--- src/rtl/uart_tx_pkg.sv ---
package uart_tx_pkg;

  typedef enum logic [2:0] {
    ST_IDLE,
    ST_START,
    ST_DATA,
    ST_PARITY,
    ST_STOP
  } txState_t;

  // Strobes from the sequencer to the shifter, one cycle wide
  typedef struct packed {
    logic load;        // capture a byte, drive the start bit
    logic nextData;    // drive the next data bit
    logic emitParity;  // drive the parity bit
    logic emitStop;    // drive marking level for the stop interval
  } txStrobe_t;

endpackage

--- src/rtl/uart_tx_ctrl.sv ---
module uart_tx_ctrl
  import uart_tx_pkg::*;
#(
  parameter int OVERSAMPLE = 16
) (
  input  logic      clk,
  input  logic      rst,
  input  logic      tick16,
  input  logic [1:0] charLen,
  input  logic      parityEn,
  input  logic      stopLong,
  input  logic      fifoHasData,
  input  logic      autoCtsEn,
  input  logic      ctsN,
  output txStrobe_t strb,
  output logic      idle
);

  localparam int CNT_W   = $clog2(2 * OVERSAMPLE);
  localparam int LIM_W   = CNT_W + 1;
  localparam int HALF    = OVERSAMPLE / 2;
  localparam logic [LIM_W-1:0] BIT_LIM   = LIM_W'(OVERSAMPLE);
  localparam logic [LIM_W-1:0] ONEHALF   = LIM_W'(OVERSAMPLE + HALF);
  localparam logic [LIM_W-1:0] DOUBLE    = LIM_W'(2 * OVERSAMPLE);

  txState_t         state;
  logic [CNT_W-1:0] tickCnt;
  logic [2:0]       bitIdx;
  logic [2:0]       lastIdx;
  logic             useParity;
  logic [LIM_W-1:0] stopLim;
  logic             ctsGrant;

  logic [LIM_W-1:0] curLim;
  logic             bitEnd;
  logic             midStop;
  logic             permit;
  logic             startNow;

  assign curLim  = (state == ST_STOP) ? stopLim : BIT_LIM;
  assign bitEnd  = tick16 && (state != ST_IDLE) &&
                   ({1'b0, tickCnt} == curLim - LIM_W'(1));
  assign midStop = tick16 && (state == ST_STOP) &&
                   ({1'b0, tickCnt} == stopLim - LIM_W'(HALF) - LIM_W'(1));
  assign permit  = !autoCtsEn || ((state == ST_IDLE) ? !ctsN : ctsGrant);
  assign startNow = fifoHasData && permit &&
                    ((state == ST_IDLE) || ((state == ST_STOP) && bitEnd));
  assign idle    = (state == ST_IDLE);

  always_comb begin
    strb = '0;
    strb.load = startNow;
    if (bitEnd) begin
      unique case (state)
        ST_START:  strb.nextData = 1'b1;
        ST_DATA: begin
          if (bitIdx != lastIdx)  strb.nextData   = 1'b1;
          else if (useParity)     strb.emitParity = 1'b1;
          else                    strb.emitStop   = 1'b1;
        end
        ST_PARITY: strb.emitStop = 1'b1;
        default:   ;
      endcase
    end
  end

  always_ff @(posedge clk) begin
    if (rst) begin
      state     <= ST_IDLE;
      tickCnt   <= '0;
      bitIdx    <= '0;
      lastIdx   <= 3'd7;
      useParity <= 1'b0;
      stopLim   <= BIT_LIM;
      ctsGrant  <= 1'b0;
    end else begin
      if (startNow) begin
        state     <= ST_START;
        tickCnt   <= '0;
        bitIdx    <= '0;
        lastIdx   <= 3'd4 + {1'b0, charLen};
        useParity <= parityEn;
        stopLim   <= !stopLong ? BIT_LIM : ((charLen == 2'd0) ? ONEHALF : DOUBLE);
        ctsGrant  <= 1'b0;
      end else if (bitEnd) begin
        tickCnt <= '0;
        unique case (state)
          ST_START: state <= ST_DATA;
          ST_DATA: begin
            if (bitIdx != lastIdx) bitIdx <= bitIdx + 3'd1;
            else                   state  <= useParity ? ST_PARITY : ST_STOP;
          end
          ST_PARITY: state <= ST_STOP;
          ST_STOP:   state <= ST_IDLE;
          default:   state <= ST_IDLE;
        endcase
      end else if (tick16 && state != ST_IDLE) begin
        tickCnt <= tickCnt + CNT_W'(1);
      end
      if (midStop) ctsGrant <= !ctsN;
    end
  end

  // a byte is only taken when the queue holds one
  assert_pop_needs_data_R6: assert property (@(posedge clk) disable iff (rst)
    strb.load |-> fifoHasData);

  // characters last many cycles, so loads never touch
  assert_single_pop_R6: assert property (@(posedge clk) disable iff (rst)
    strb.load |=> !strb.load);

  // an idle shifter under blocked flow control stays put
  assert_blocked_idle_R7: assert property (@(posedge clk) disable iff (rst)
    (idle && autoCtsEn && ctsN) |-> !strb.load);

  // without an enable pulse the bit timer does not move
  assert_timer_hold_R2: assert property (@(posedge clk) disable iff (rst)
    (!tick16 && !idle && !strb.load) |=> $stable(tickCnt));

endmodule

--- src/rtl/uart_tx_shift.sv ---
module uart_tx_shift
  import uart_tx_pkg::*;
#(
  parameter int DATA_W = 8
) (
  input  logic              clk,
  input  logic              rst,
  input  txStrobe_t         strb,
  input  logic [DATA_W-1:0] fifoData,
  input  logic [1:0]        charLen,
  input  logic              parityOdd,
  output logic              txd
);

  localparam logic [DATA_W-1:0] ALL_ONES = '1;

  logic [DATA_W-1:0] shiftReg;
  logic              parityBit;
  logic [DATA_W-1:0] lenMask;
  logic              parityNext;

  assign lenMask    = ALL_ONES >> (2'd3 - charLen);
  assign parityNext = (^(fifoData & lenMask)) ^ parityOdd;

  always_ff @(posedge clk) begin
    if (rst) begin
      shiftReg  <= '0;
      parityBit <= 1'b0;
      txd       <= 1'b1;
    end else begin
      if (strb.load) begin
        shiftReg  <= fifoData;
        parityBit <= parityNext;
        txd       <= 1'b0;
      end else if (strb.nextData) begin
        txd      <= shiftReg[0];
        shiftReg <= shiftReg >> 1;
      end else if (strb.emitParity) begin
        txd <= parityBit;
      end else if (strb.emitStop) begin
        txd <= 1'b1;
      end
    end
  end

  // the line only moves on a strobe from the sequencer
  assert_line_only_on_strobe_R2: assert property (@(posedge clk) disable iff (rst)
    (strb == '0) |=> $stable(txd));

endmodule

--- src/rtl/uart_tx_flow.sv ---
module uart_tx_flow
  import uart_tx_pkg::*;
#(
  parameter int OVERSAMPLE = 16,
  parameter int DATA_W     = 8
) (
  input  logic              clk,
  input  logic              rst,
  input  logic              tick16,
  input  logic [1:0]        charLen,
  input  logic              parityEn,
  input  logic              parityOdd,
  input  logic              stopLong,
  input  logic              fifoHasData,
  input  logic [DATA_W-1:0] fifoData,
  input  logic              autoCtsEn,
  input  logic              ctsN,
  output logic              txd,
  output logic              fifoPop,
  output logic              shifterEmpty
);

  txStrobe_t strb;
  logic      idle;

  uart_tx_ctrl #(.OVERSAMPLE(OVERSAMPLE)) u_ctrl (
    .clk(clk), .rst(rst), .tick16(tick16), .charLen(charLen),
    .parityEn(parityEn), .stopLong(stopLong), .fifoHasData(fifoHasData),
    .autoCtsEn(autoCtsEn), .ctsN(ctsN), .strb(strb), .idle(idle)
  );

  uart_tx_shift #(.DATA_W(DATA_W)) u_shift (
    .clk(clk), .rst(rst), .strb(strb), .fifoData(fifoData),
    .charLen(charLen), .parityOdd(parityOdd), .txd(txd)
  );

  assign fifoPop      = strb.load;
  assign shifterEmpty = idle;

  // an empty shifter always leaves the line marking
  assert_empty_marks_R10: assert property (@(posedge clk) disable iff (rst)
    shifterEmpty |-> txd);

  // with gating off, queued data leaves idle at once
  assert_ungated_start_R9: assert property (@(posedge clk) disable iff (rst)
    (shifterEmpty && !autoCtsEn && fifoHasData) |-> fifoPop);

endmodule

--- config.mk ---
export PLATFORM = sky130hd
export DESIGN_NAME = uart_tx_flow
export DESIGN_NICKNAME = d
export VERILOG_FILES = /design/src/rtl/uart_tx_pkg.sv /design/src/rtl/uart_tx_ctrl.sv /design/src/rtl/uart_tx_shift.sv /design/src/rtl/uart_tx_flow.sv
export SDC_FILE = /design/constraint.sdc
export NUM_CORES = 1
export LEC_CHECK = 0
export ABC_AREA = 1
export CAP_MARGIN = 20
export CORE_MARGIN = 2
export CORE_UTILIZATION = 45
export DETAILED_ROUTE_END_ITERATION = 10
export DONT_BUFFER_PORTS = 1
export GPL_TIMING_DRIVEN = 0
export PLACE_DENSITY_LB_ADDON = 0.1
export SYNTH_ARGS = -nofsm -noshare
export SYNTH_HDL_FRONTEND = slang
export SYNTH_SLANG_ARGS = --single-unit
--- constraint.sdc ---
create_clock -name clk -period 5 [get_ports clk]
set_input_delay 0.5 -clock clk [delete_from_list [all_inputs] [get_ports clk]]
set_output_delay 0.5 -clock clk [all_outputs]
set_load 0.03 [all_outputs]
Yosys cells after proc, flatten, opt, wreduce, memory -nomap -nowiden
Index checks and enable logic that the tools add are counted.
{"block": "word_totals", "word_cells": 79, "output_inout_bits": 3, "input_bits": 19, "register_bits": 32}
{"block": "classes", "bitwise": 2, "n_reduce_logical": 24, "muxes": 25, "n_shift": 1, "add_sub_neg": 7, "n_eq_ne": 9}
{"operator": "$mux 6", "count": 3}
{"operator": "$mux 8", "count": 2}
{"operator": "$mux 1", "count": 13}
{"operator": "$eq 5x6->1", "count": 2}
{"operator": "$sub 6x1->6 const B", "count": 2}
{"operator": "$mux 3", "count": 3}
{"operator": "$pmux 3 s3", "count": 1}
{"operator": "$and 8x8->8", "count": 1}
{"operator": "$reduce_xor 8->1", "count": 1}
{"operator": "$shr 8x2->8 const A", "count": 1}
{"operator": "$logic_and 1x1->1", "count": 7}
{"operator": "$eq 3x2->1 const B", "count": 2}
{"operator": "$reduce_bool 2->1", "count": 3}
{"operator": "$sub 6x4->6 const B", "count": 1}
{"operator": "$add 5x1->5 const B", "count": 1}
{"operator": "$pmux 1 s2", "count": 2}
{"operator": "$reduce_and 2->1", "count": 2}
{"operator": "$reduce_bool 4->1", "count": 1}
{"operator": "$add 3x1->3 const B", "count": 1}
{"operator": "$add 3x2->3 const A", "count": 1}
{"operator": "$eq 3x1->1 const B", "count": 1}
{"operator": "$eq 3x3->1 const B", "count": 1}
{"operator": "$logic_not 3->1", "count": 1}
{"operator": "$ne 3x3->1", "count": 1}
{"operator": "12 further kinds", "count": 14}

Logic depth before layout (Yosys ltp)
Gate-level depths: netlist (run 1).
{"block": "depth", "depth_word": 10, "mapped_depth": 18, "depth_no_buf": 17}

Modules after synthesis
A second synthesis (run 1) with hierarchy kept.
{"block": "hier_totals", "cells_unflattened": 282, "area_unflattened_um2": 1757.9}
{"mod": "uart_tx_ctrl", "seq_area_each_um2": 360.3, "area_per_inst_um2": 1081.0, "instances": 1, "cells_each": 167}
{"mod": "uart_tx_shift", "seq_area_each_um2": 200.2, "area_per_inst_um2": 676.9, "instances": 1, "cells_each": 115}

Worst setup path after synthesis (run 1)
Ideal clock, no wire load.
{"block": "synth_timing", "kind": "flip-flop to output port", "start": "register u_ctrl.state[1]", "end": "output port fifoPop", "required_time_ps": 4500, "t_arrival_ps": 1700, "setup_slack_ps": 2800, "stages_incl_launch_ff": 15, "path_buffers": 1, "cell_sequence": "dfxtp_1 nor2_4 nand2_1 nor2_1 ha_1 nand2_1 inv_1 nor2_1 nand3_1 nor2_2 nand2_2 nand2_2 nand2_4 inv_4 buf_8"}
{"block": "synth_via", "elab_chain_len": 8}
{"item": "start: declaration", "line": "uart_tx_ctrl.sv:26", "source": "txState_t state;"}
{"item": "start signal: assignment", "line": "uart_tx_ctrl.sv:91", "source": "else state <= useParity ? ST_PARITY : ST_STOP;"}
{"item": "$eq 3x3->1", "line": "uart_tx_ctrl.sv:40, uart_tx_ctrl.sv:47"}
{"item": "$mux 6", "line": "uart_tx_ctrl.sv:40", "source": "assign curLim = (state == ST_STOP) ? stopLim : BIT_LIM;"}
{"item": "$sub 6x1->6", "line": "uart_tx_ctrl.sv:42", "source": "({1'b0, tickCnt} == curLim - LIM_W'(1));"}
{"item": "$eq 5x6->1", "line": "uart_tx_ctrl.sv:42"}
{"item": "$logic_and 1x1->1", "line": "uart_tx_ctrl.sv:41", "source": "assign bitEnd = tick16 && (state != ST_IDLE) &&"}
{"item": "$logic_and 1x1->1", "line": "uart_tx_ctrl.sv:47", "source": "((state == ST_IDLE) || ((state == ST_STOP) && bitEnd));"}
{"item": "$logic_or 1x1->1", "line": "uart_tx_ctrl.sv:47"}
{"item": "$logic_and 1x1->1 *", "line": "uart_tx_ctrl.sv:46", "source": "assign startNow = fifoHasData && permit &&"}
{"item": "end: declaration", "line": "uart_tx_flow.sv:19", "source": "output logic fifoPop,"}
Mark *: on every way between the ends. The rest lies on a longest branch, timed or not.

Worst setup path in the final report (run 1)
Same ends and word-level chain as after synthesis.

==> results of run 1 <==
[through the flow]
| step | instances | power (mW) | instance area, sq um |
|---|---|---|---|
| 3_5_place_dp | 304 | 0.327 | 1790 |
| 2_1_floorplan | 256 | 0.312 | 1730 |
| 3_3_place_gp | 304 | 0.327 | 1790 |
| 5_1_grt | 308 | 0.491 | 1840 |
| 4_1_cts | 308 | 0.471 | 1840 |
| 6_report | 308 | 0.465 | 1840 |
[worst paths after layout]
check             cells past startpoint                               end
setup / recovery                     14                           fifoPop
hold / removal                        1    u_ctrl.stopLim[3]$_SDFFE_PP0P_
setup reg to reg                     18  u_shift.shiftReg[5]$_SDFFE_PP0P_
hold reg to reg                       2     u_ctrl.bitIdx[1]$_SDFFE_PP0P_
[power by group]
group	internal, mW	switching, mW	leakage, nW
Sequential	0.235	0.00882	0.229
Combinational	0.0289	0.0489	0.642
Clock	0.0707	0.0731	0.0288
[kinds of logic (layout without fill, tap and decap cells)]
kind of cell | after synthesis | count (layout) | synth area share, %
AND/OR/NAND/NOR | 133 | 133 | 37.8
buffers and inverters | 45 | 49 | 11.3
AO/OA/AOI/OAI | 40 | 40 | 12.7
flip-flops | 28 | 28 | 32.5
XOR/XNOR | 7 | 7 | 3.55
adder cells (fa/ha/maj) | 3 | 3 | 2.18
[worst max-delay path: cells and delay by family (launching register included)]
| family | cells | cell delay [ns] |
|---|---|---|
| buffers and inverters | 3 | 0.26 |
| and+or+nand+nor | 10 | 0.99 |
| adders and majority gates | 1 | 0.27 |
| DFF | 1 | 0.37 |
[routing by layer]
layer	vias up	GRT usage, %	routed length [um]
met5	-	0	0
met4	0	6.25	42
met3	4	3.07	134
met2	21	29.2	1480
met1	660	24.3	1760
li1	819	-	-
[placed cells by master, fill, tap and decap left out, types with 3 or more instances in the layout]
cell | Yosys | final
nand2_2 | 12 | 12
nand3b_1 | 3 | 3
clkbuf_8 | 0 | 4
inv_1 | 36 | 36
or2_2 | 3 | 3
nand2_4 | 3 | 3
ha_1 | 3 | 3
nand2_1 | 52 | 52
xnor2_1 | 5 | 5
a21oi_1 | 12 | 12
dfxtp_1 | 28 | 28
nor2_1 | 30 | 30
nor3_1 | 3 | 3
nand3_1 | 17 | 17
o21ai_0 | 16 | 16
o21ai_1 | 6 | 6
[layout make-up]
type	instances	area, sq um
Buffer	5	42.5
Tap cell	48	60.1
Clock buffer	4	55.1
Sequential cell	28	561
Inverter	40	153
Fill cell	399	1820
Multi-Input combinational cell	183	970
[registers in the layout, indices dropped and copies added (netlist names)]
register	flops
u_ctrl.useParity	1
u_ctrl.tickCnt	5
u_ctrl.state	3
u_shift.txd	1
u_shift.parityBit	1
u_ctrl.stopLim	3
u_ctrl.ctsGrant	1
u_ctrl.lastIdx	2
u_shift.shiftReg	8
u_ctrl.bitIdx	3
[Yosys cell counts (all sizes together)]
cell type,count,area share [%]
dfxtp,28,32
inv,39,8.6
a21o,1,0.44
nand3,18,5.5
nor3b,3,1.6
a21oi,12,3.5
a31o,1,0.51
nor2,34,9.1
o32ai,1,0.51
o21ai,22,6.4
xnor2,5,2.5
clkinv,1,0.22
clkbuf,1,0.22
nor3,3,0.87
ha,3,2.2
nand2,67,18
buf,4,2.2
or2,3,1.1
o2111ai,1,0.51
xor2,2,1.0
o211ai,2,0.87
nand4,2,0.73
nand3b,3,1.3
==> metrics, run 1 <==
clk slew on worst S/H paths 0.10 ns; outcome completed; PwrDens between 200 and 300 mW/mm^2; FF-to-FF setup slack 2.79 ns; Worst Tran Pin Value 0.421 ns; IO Pins 22; DRC viols 0; Setup CP Type flip-flop to primary output; register area share after synthesis between 30% and 40%; synth warn 0; H-tree depth 1; # hold bufs at CTS 0; Tot GR Track Use a little under a fifth; grt total ovfl 0; global-route wire length before repair 6060 um; Yosys reg bits 28; VDD IR max 163 uV; CP required 4.50 ns; antenna cells 0; crit end category primary output; synthesized area roughly 0.0017 sq mm; initial antenna violation count 0; Slowest Stage Delay on Critical Path roughly 0.37 ns; Cell Rows 22; fin. max-slew vios 0; post-DP HPWL 2650 um; Fin Hold WS 0.274 ns; DIE HEIGHT approximately 66 um; Detail Route Antenna Nets 0; Port-buffer cells 0; element type at the critical path start flip-flop; Hold Path Class input pin to flip-flop; Worst Path Arrival 2.20 ns; TNS Setup 0 ns; Routed WL per cell 11.1 um; hold path start rst; critical path's slowest cell dfxtp_1; RSZ-0062 raised after global routing no; DR pass1 iterations 4; FMAX about 370 MHz; vias in the first global route 1395; Slew headroom 71.9%; DIE WIDTH 65.9 um; Vias/cell a little under 5; Clock Tree Buf Depth 2; Starting Density 47.1%; Setup WS post-layout 2.30 ns; largest net degree at the start of global routing 16; FF-to-FF Start u_ctrl.state[1]$_SDFFE_PP0P_; pre-CTS setup slack 2.59 ns; fin crit period around 2.7 ns; area grow syn2layout 6.67%; Crit. Startpoint u_ctrl.state[1]$_SDFFE_PP0P_; synth unique cells 36; Num CTS Buffers 3; worst path cell trace nor2_4 -> nand2_1 -> nor2_1 -> ha_1 -> nand2_1 -> inv_1 -> nor2_1 -> nand3_1 -> nor2_2 -> nand2_2 -> nand2_2 -> nand2_4 -> inv_4 -> buf_8; ratio of cells with drive above 1 in the final layout 13.8%; CTS Sinks 28; vias post-DR 1504; Final Skew 0.00364 ns; Mean Syn Cell Area 6.74 sq um; period utilisation layout 54.0%; Final Hold Fails 0; Post-CTS Setup Inserts 0; Initial DRC Count 60; Layout Utilization 50.3%; Synth Instances 256; worst-skew pair later-pin latency 0.28 ns; Final Wtd Congestion 0.817; DIE AREA between 0.004 and 0.005 sq mm; CORE AREA 0.00366 sq mm; Leak 0.900 nW; Nets 283; syn_nets 278; CTS tree built; Crit Path Max Fanout 10; drt total wl 3420 um; final count of negative-setup-slack endpoints 0; max capacitance violation total 0; CTS root buf clkbuf_8; post_cts resized 0
(Power assumes the default switching activity.)
==> inputs of run 2 (changes only) <==
--- a/config.mk
+++ b/config.mk
@@ -5,7 +5,7 @@
 export SDC_FILE = /design/constraint.sdc
 export NUM_CORES = 1
 export LEC_CHECK = 0
-export ABC_AREA = 1
+export ABC_AREA = 0
 export CAP_MARGIN = 20
 export CORE_MARGIN = 2
 export CORE_UTILIZATION = 45
==> constraint.sdc (replaced) <==
create_clock -name clk -period 2.4 [get_ports clk]
set_input_delay 0.24 -clock clk [delete_from_list [all_inputs] [get_ports clk]]
set_output_delay 0.24 -clock clk [all_outputs]
set_load 0.03 [all_outputs]
==> metrics, run 2 <==
outcome complete, but fails checks (was completed); failing checks negative setup slack; antenna cells 0 (unchanged); Synth top cells by count dfxtp_1, nor2_1, o21ai_0, xnor2_1, a21oi_1 (was nand2_1, inv_1, nor2_1, dfxtp_1, nand3_1); H-tree depth 1 (unchanged); DIE AREA 0.00442 sq mm (was 0.00435 sq mm); fin crit period 2.61 ns; count leader, synth dfxtp_1 (was nand2_1); # hold bufs at CTS 0 (unchanged); DR pass1 iterations 4 (unchanged); Nets 245 (was 283); dpl cells 247 (was 304); Yosys reg bits 28 (unchanged); fin. max-slew vios 0 (unchanged); WP buf/inv 1 (was 3); Clock Tree Buf Depth 2 (unchanged); clk slew on worst S/H paths 0.10 ns (about the same); post-DP HPWL 3300 um (was 2650 um); Final Hold Fails 0 (unchanged); IO Pins 22 (unchanged); Top Registers u_shift.shiftReg: 8 flops, u_ctrl.tickCnt: 5 flops (unchanged); Vias/cell 6.10 (was 4.88); final count of negative-setup-slack endpoints 19 (was 0); Synth top area share 31.9% (was 32.5%); DIE WIDTH 66.5 um (was 65.9 um); Starting Density 47.3% (was 47.1%); CP required 2.16 ns (was 4.50 ns); synth unique cells 54 (was 36); CTS root buf clkbuf_8 (unchanged); Setup WS post-layout -0.208 ns (was 2.30 ns); Slowest Stage Delay on Critical Path 0.40 ns (was 0.37 ns); fraction of power consumed by combinational cells 19.9% (was 16.7%); Final Skew 0.00665 ns (was 0.00364 ns); Hold Path Cell Cnt 2 (was 1); syn_nets 221 (was 278); synth top area cells dfxtp_1, xnor2_1, o21ai_0 (was dfxtp_1, nand2_1, inv_1); drt total wl 4900 um (was 3420 um); PwrDens 442 mW/mm^2 (was 253 mW/mm^2); synthesized area 0.00176 sq mm (was 0.00173 sq mm); Num CTS Buffers 3 (unchanged); Worst Path Arrival 2.37 ns (was 2.20 ns); synth warn 0 (unchanged); FF-to-FF setup slack -0.14 ns (was 2.79 ns); register area share after synthesis 31.9% (was 32.5%); CTS tree built (unchanged); worst-skew pair later-pin latency 0.28 ns (about the same); Mean Syn Cell Area 8.83 sq um (was 6.74 sq um); max capacitance violation total 0 (unchanged); crit end category primary output (unchanged); post-synthesis async set-or-reset flop share 0% (unchanged); DIE HEIGHT 66.5 um (was 65.9 um); sequential power share 50.8% (was 52.4%); VDD IR max 273 uV (was 163 uV); Fin Hold WS 0.0932 ns (was 0.274 ns); initial antenna violation count 0 (unchanged); worst path cell trace or3b_4 -> nor2_4 -> ha_4 -> xor2_2 -> a21bo_4 -> o41ai_4 -> nand2_2 -> clkinv_4 (was nor2_4 -> nand2_1 -> nor2_1 -> ha_1 -> nand2_1 -> inv_1 -> nor2_1 -> nand3_1 -> nor2_2 -> nand2_2 -> nand2_2 -> nand2_4 -> inv_4 -> buf_8); Tot GR Track Use 23.8% (was 18.1%); Primary FF master, synth dfxtp_1 (unchanged); vias post-DR 1647 (was 1504); Cell Rows 22 (unchanged); Worst Tran Pin Value 1.18 ns (was 0.421 ns); element type at the critical path start flip-flop (unchanged); critical path depth 8 (was 14); Layout Utilization 61.1% (was 50.3%); global-route wire length before repair 7930 um (was 6060 um); Reg with most FFs u_shift.shiftReg (unchanged); commonest non-fill, non-tap cell in the layout dfxtp_1 (was nand2_1); Crit. Startpoint u_ctrl.state[2]$_SDFFE_PP0P_ (was u_ctrl.state[1]$_SDFFE_PP0P_); grt total ovfl 0 (unchanged); Crit Path Max Fanout 3 (was 10); Initial DRC Count 81 (was 60); DRC viols 0 (unchanged); Slew headroom 21.0% (was 71.9%); Psw 0.281 mW (was 0.131 mW); vias in the first global route 1638 (was 1395); CTS Sinks 28 (unchanged); CORE AREA 0.00372 sq mm (was 0.00366 sq mm); most frequent cells in the layout dfxtp_1, xnor2_1, buf_4 (was nand2_1, inv_1, nor2_1); P_int 0.723 mW (was 0.335 mW); hold path start charLen[0] (was rst); RSZ-0062 raised after global routing yes (was no); fin cells 270 (was 308); Routed WL per cell 18.1 um (was 11.1 um); period utilisation layout 109%; Clock Power Share 29.3% (was 30.9%); FMAX 383 MHz; Synth Instances 199 (was 256); max FFs per register 8 (unchanged); largest net degree at the start of global routing 16 (unchanged); FF-to-FF Start u_ctrl.state[2]$_SDFFE_PP0P_ (was u_ctrl.state[1]$_SDFFE_PP0P_); Leak 0.736 nW (was 0.900 nW); Final Wtd Congestion 0.833 (was 0.817); area grow syn2layout 29.3% (was 6.67%); ratio of cells with drive above 1 in the final layout 34.2% (was 13.8%); Port-buffer cells 0 (unchanged); Hold Path Class input pin to flip-flop (unchanged); Setup CP Type flip-flop to primary output (unchanged); Post-synth EDFFs 0 (unchanged); R2R depth 10 (was 18); Crit path max-delay family simple AND/OR/NAND/NOR gates (unchanged); switch share 28.0% (was 28.1%); post-synth top area cell dfxtp_1 (unchanged); Detail Route Antenna Nets 0 (unchanged); critical path's slowest cell or3b_4 (was dfxtp_1)
-- run 2: through the flow --
stage	TNS [ns]	worst slack [ns]	cell area [sq um]	power [mW]
3_3_place_gp	-6.84	-0.392	1830	0.685
3_5_place_dp	-8.94	-0.461	1830	0.691
2_1_floorplan	-0.584	-0.117	1770	0.656
4_1_cts	-5.16	-0.380	2160	0.991
5_1_grt	-3.83	-0.273	2270	1.05
6_report	-1.56	-0.208	2270	1.00
-- run 2: routing by layer --
metal	GRT usage, %	routed length [um]	vias up
met4	5.36	48	0
met2	41.9	2530	48
met5	0	0	-
met1	30.7	2110	809
li1	-	-	783
met3	3.55	208	7
-- run 2: final timing paths --
| kind | endpoint |
|---|---|
| hold reg to reg | u_ctrl.ctsGrant$_SDFFE_PP0P_ |
| hold / removal | u_ctrl.lastIdx[0]$_SDFFE_PP1P_ |
| setup reg to reg | u_ctrl.stopLim[4]$_SDFFE_PP1P_ |
| setup / recovery | fifoPop |
-- run 2: repair_timing --
action,CTS,global route
endpoints found under the hold margin,0,0
cloned,2,0
pin swaps,24,21
setup endpoints to repair,29,29
gates resized for setup,30,30
buffers inserted,16,8
-- run 2: kinds of logic after synthesis --
logic type	count (synthesis)	synth area share (%)
multiplexers	6	3.42
AND/OR/NAND/NOR	63	20.2
buffers and inverters	19	5.55
adder cells (fa/ha/maj)	4	2.70
AO/OA/AOI/OAI	62	27.8
XOR/XNOR	17	8.47
flip-flops	28	31.9
-- run 2: power groups by stage --
stage | sequential (mW) | clock, mW | combinational [mW]
floorplan | 0.514 | 0 | 0.142
global placement | 0.518 | 0 | 0.167
detailed placement | 0.519 | 0 | 0.171
CTS | 0.509 | 0.301 | 0.181
global route | 0.513 | 0.319 | 0.217
finish | 0.510 | 0.294 | 0.200
-- run 2: worst register-to-register path, stage by stage, from the launching register on --
cell and delay (ns):
dfxtp_4 0.36, or3b_4 0.40, nor2_4 0.14, ha_4 0.21, xor2_2 0.15, a21bo_4 0.26
o41ai_4 0.29, buf_4 0.21, buf_8 0.13, nand4b_1 0.12, a21o_1 0.18
-- run 2: cell type report --
cell class / count / area (sq um)
Buffer: 10 / 58.8
Timing Repair Buffer: 21 / 193
Clock buffer: 4 / 55.1
Inverter: 7 / 31.3
Multi-Input combinational cell: 152 / 1310
Sequential cell: 28 / 569
Tap cell: 48 / 60.1
Fill cell: 322 / 1440
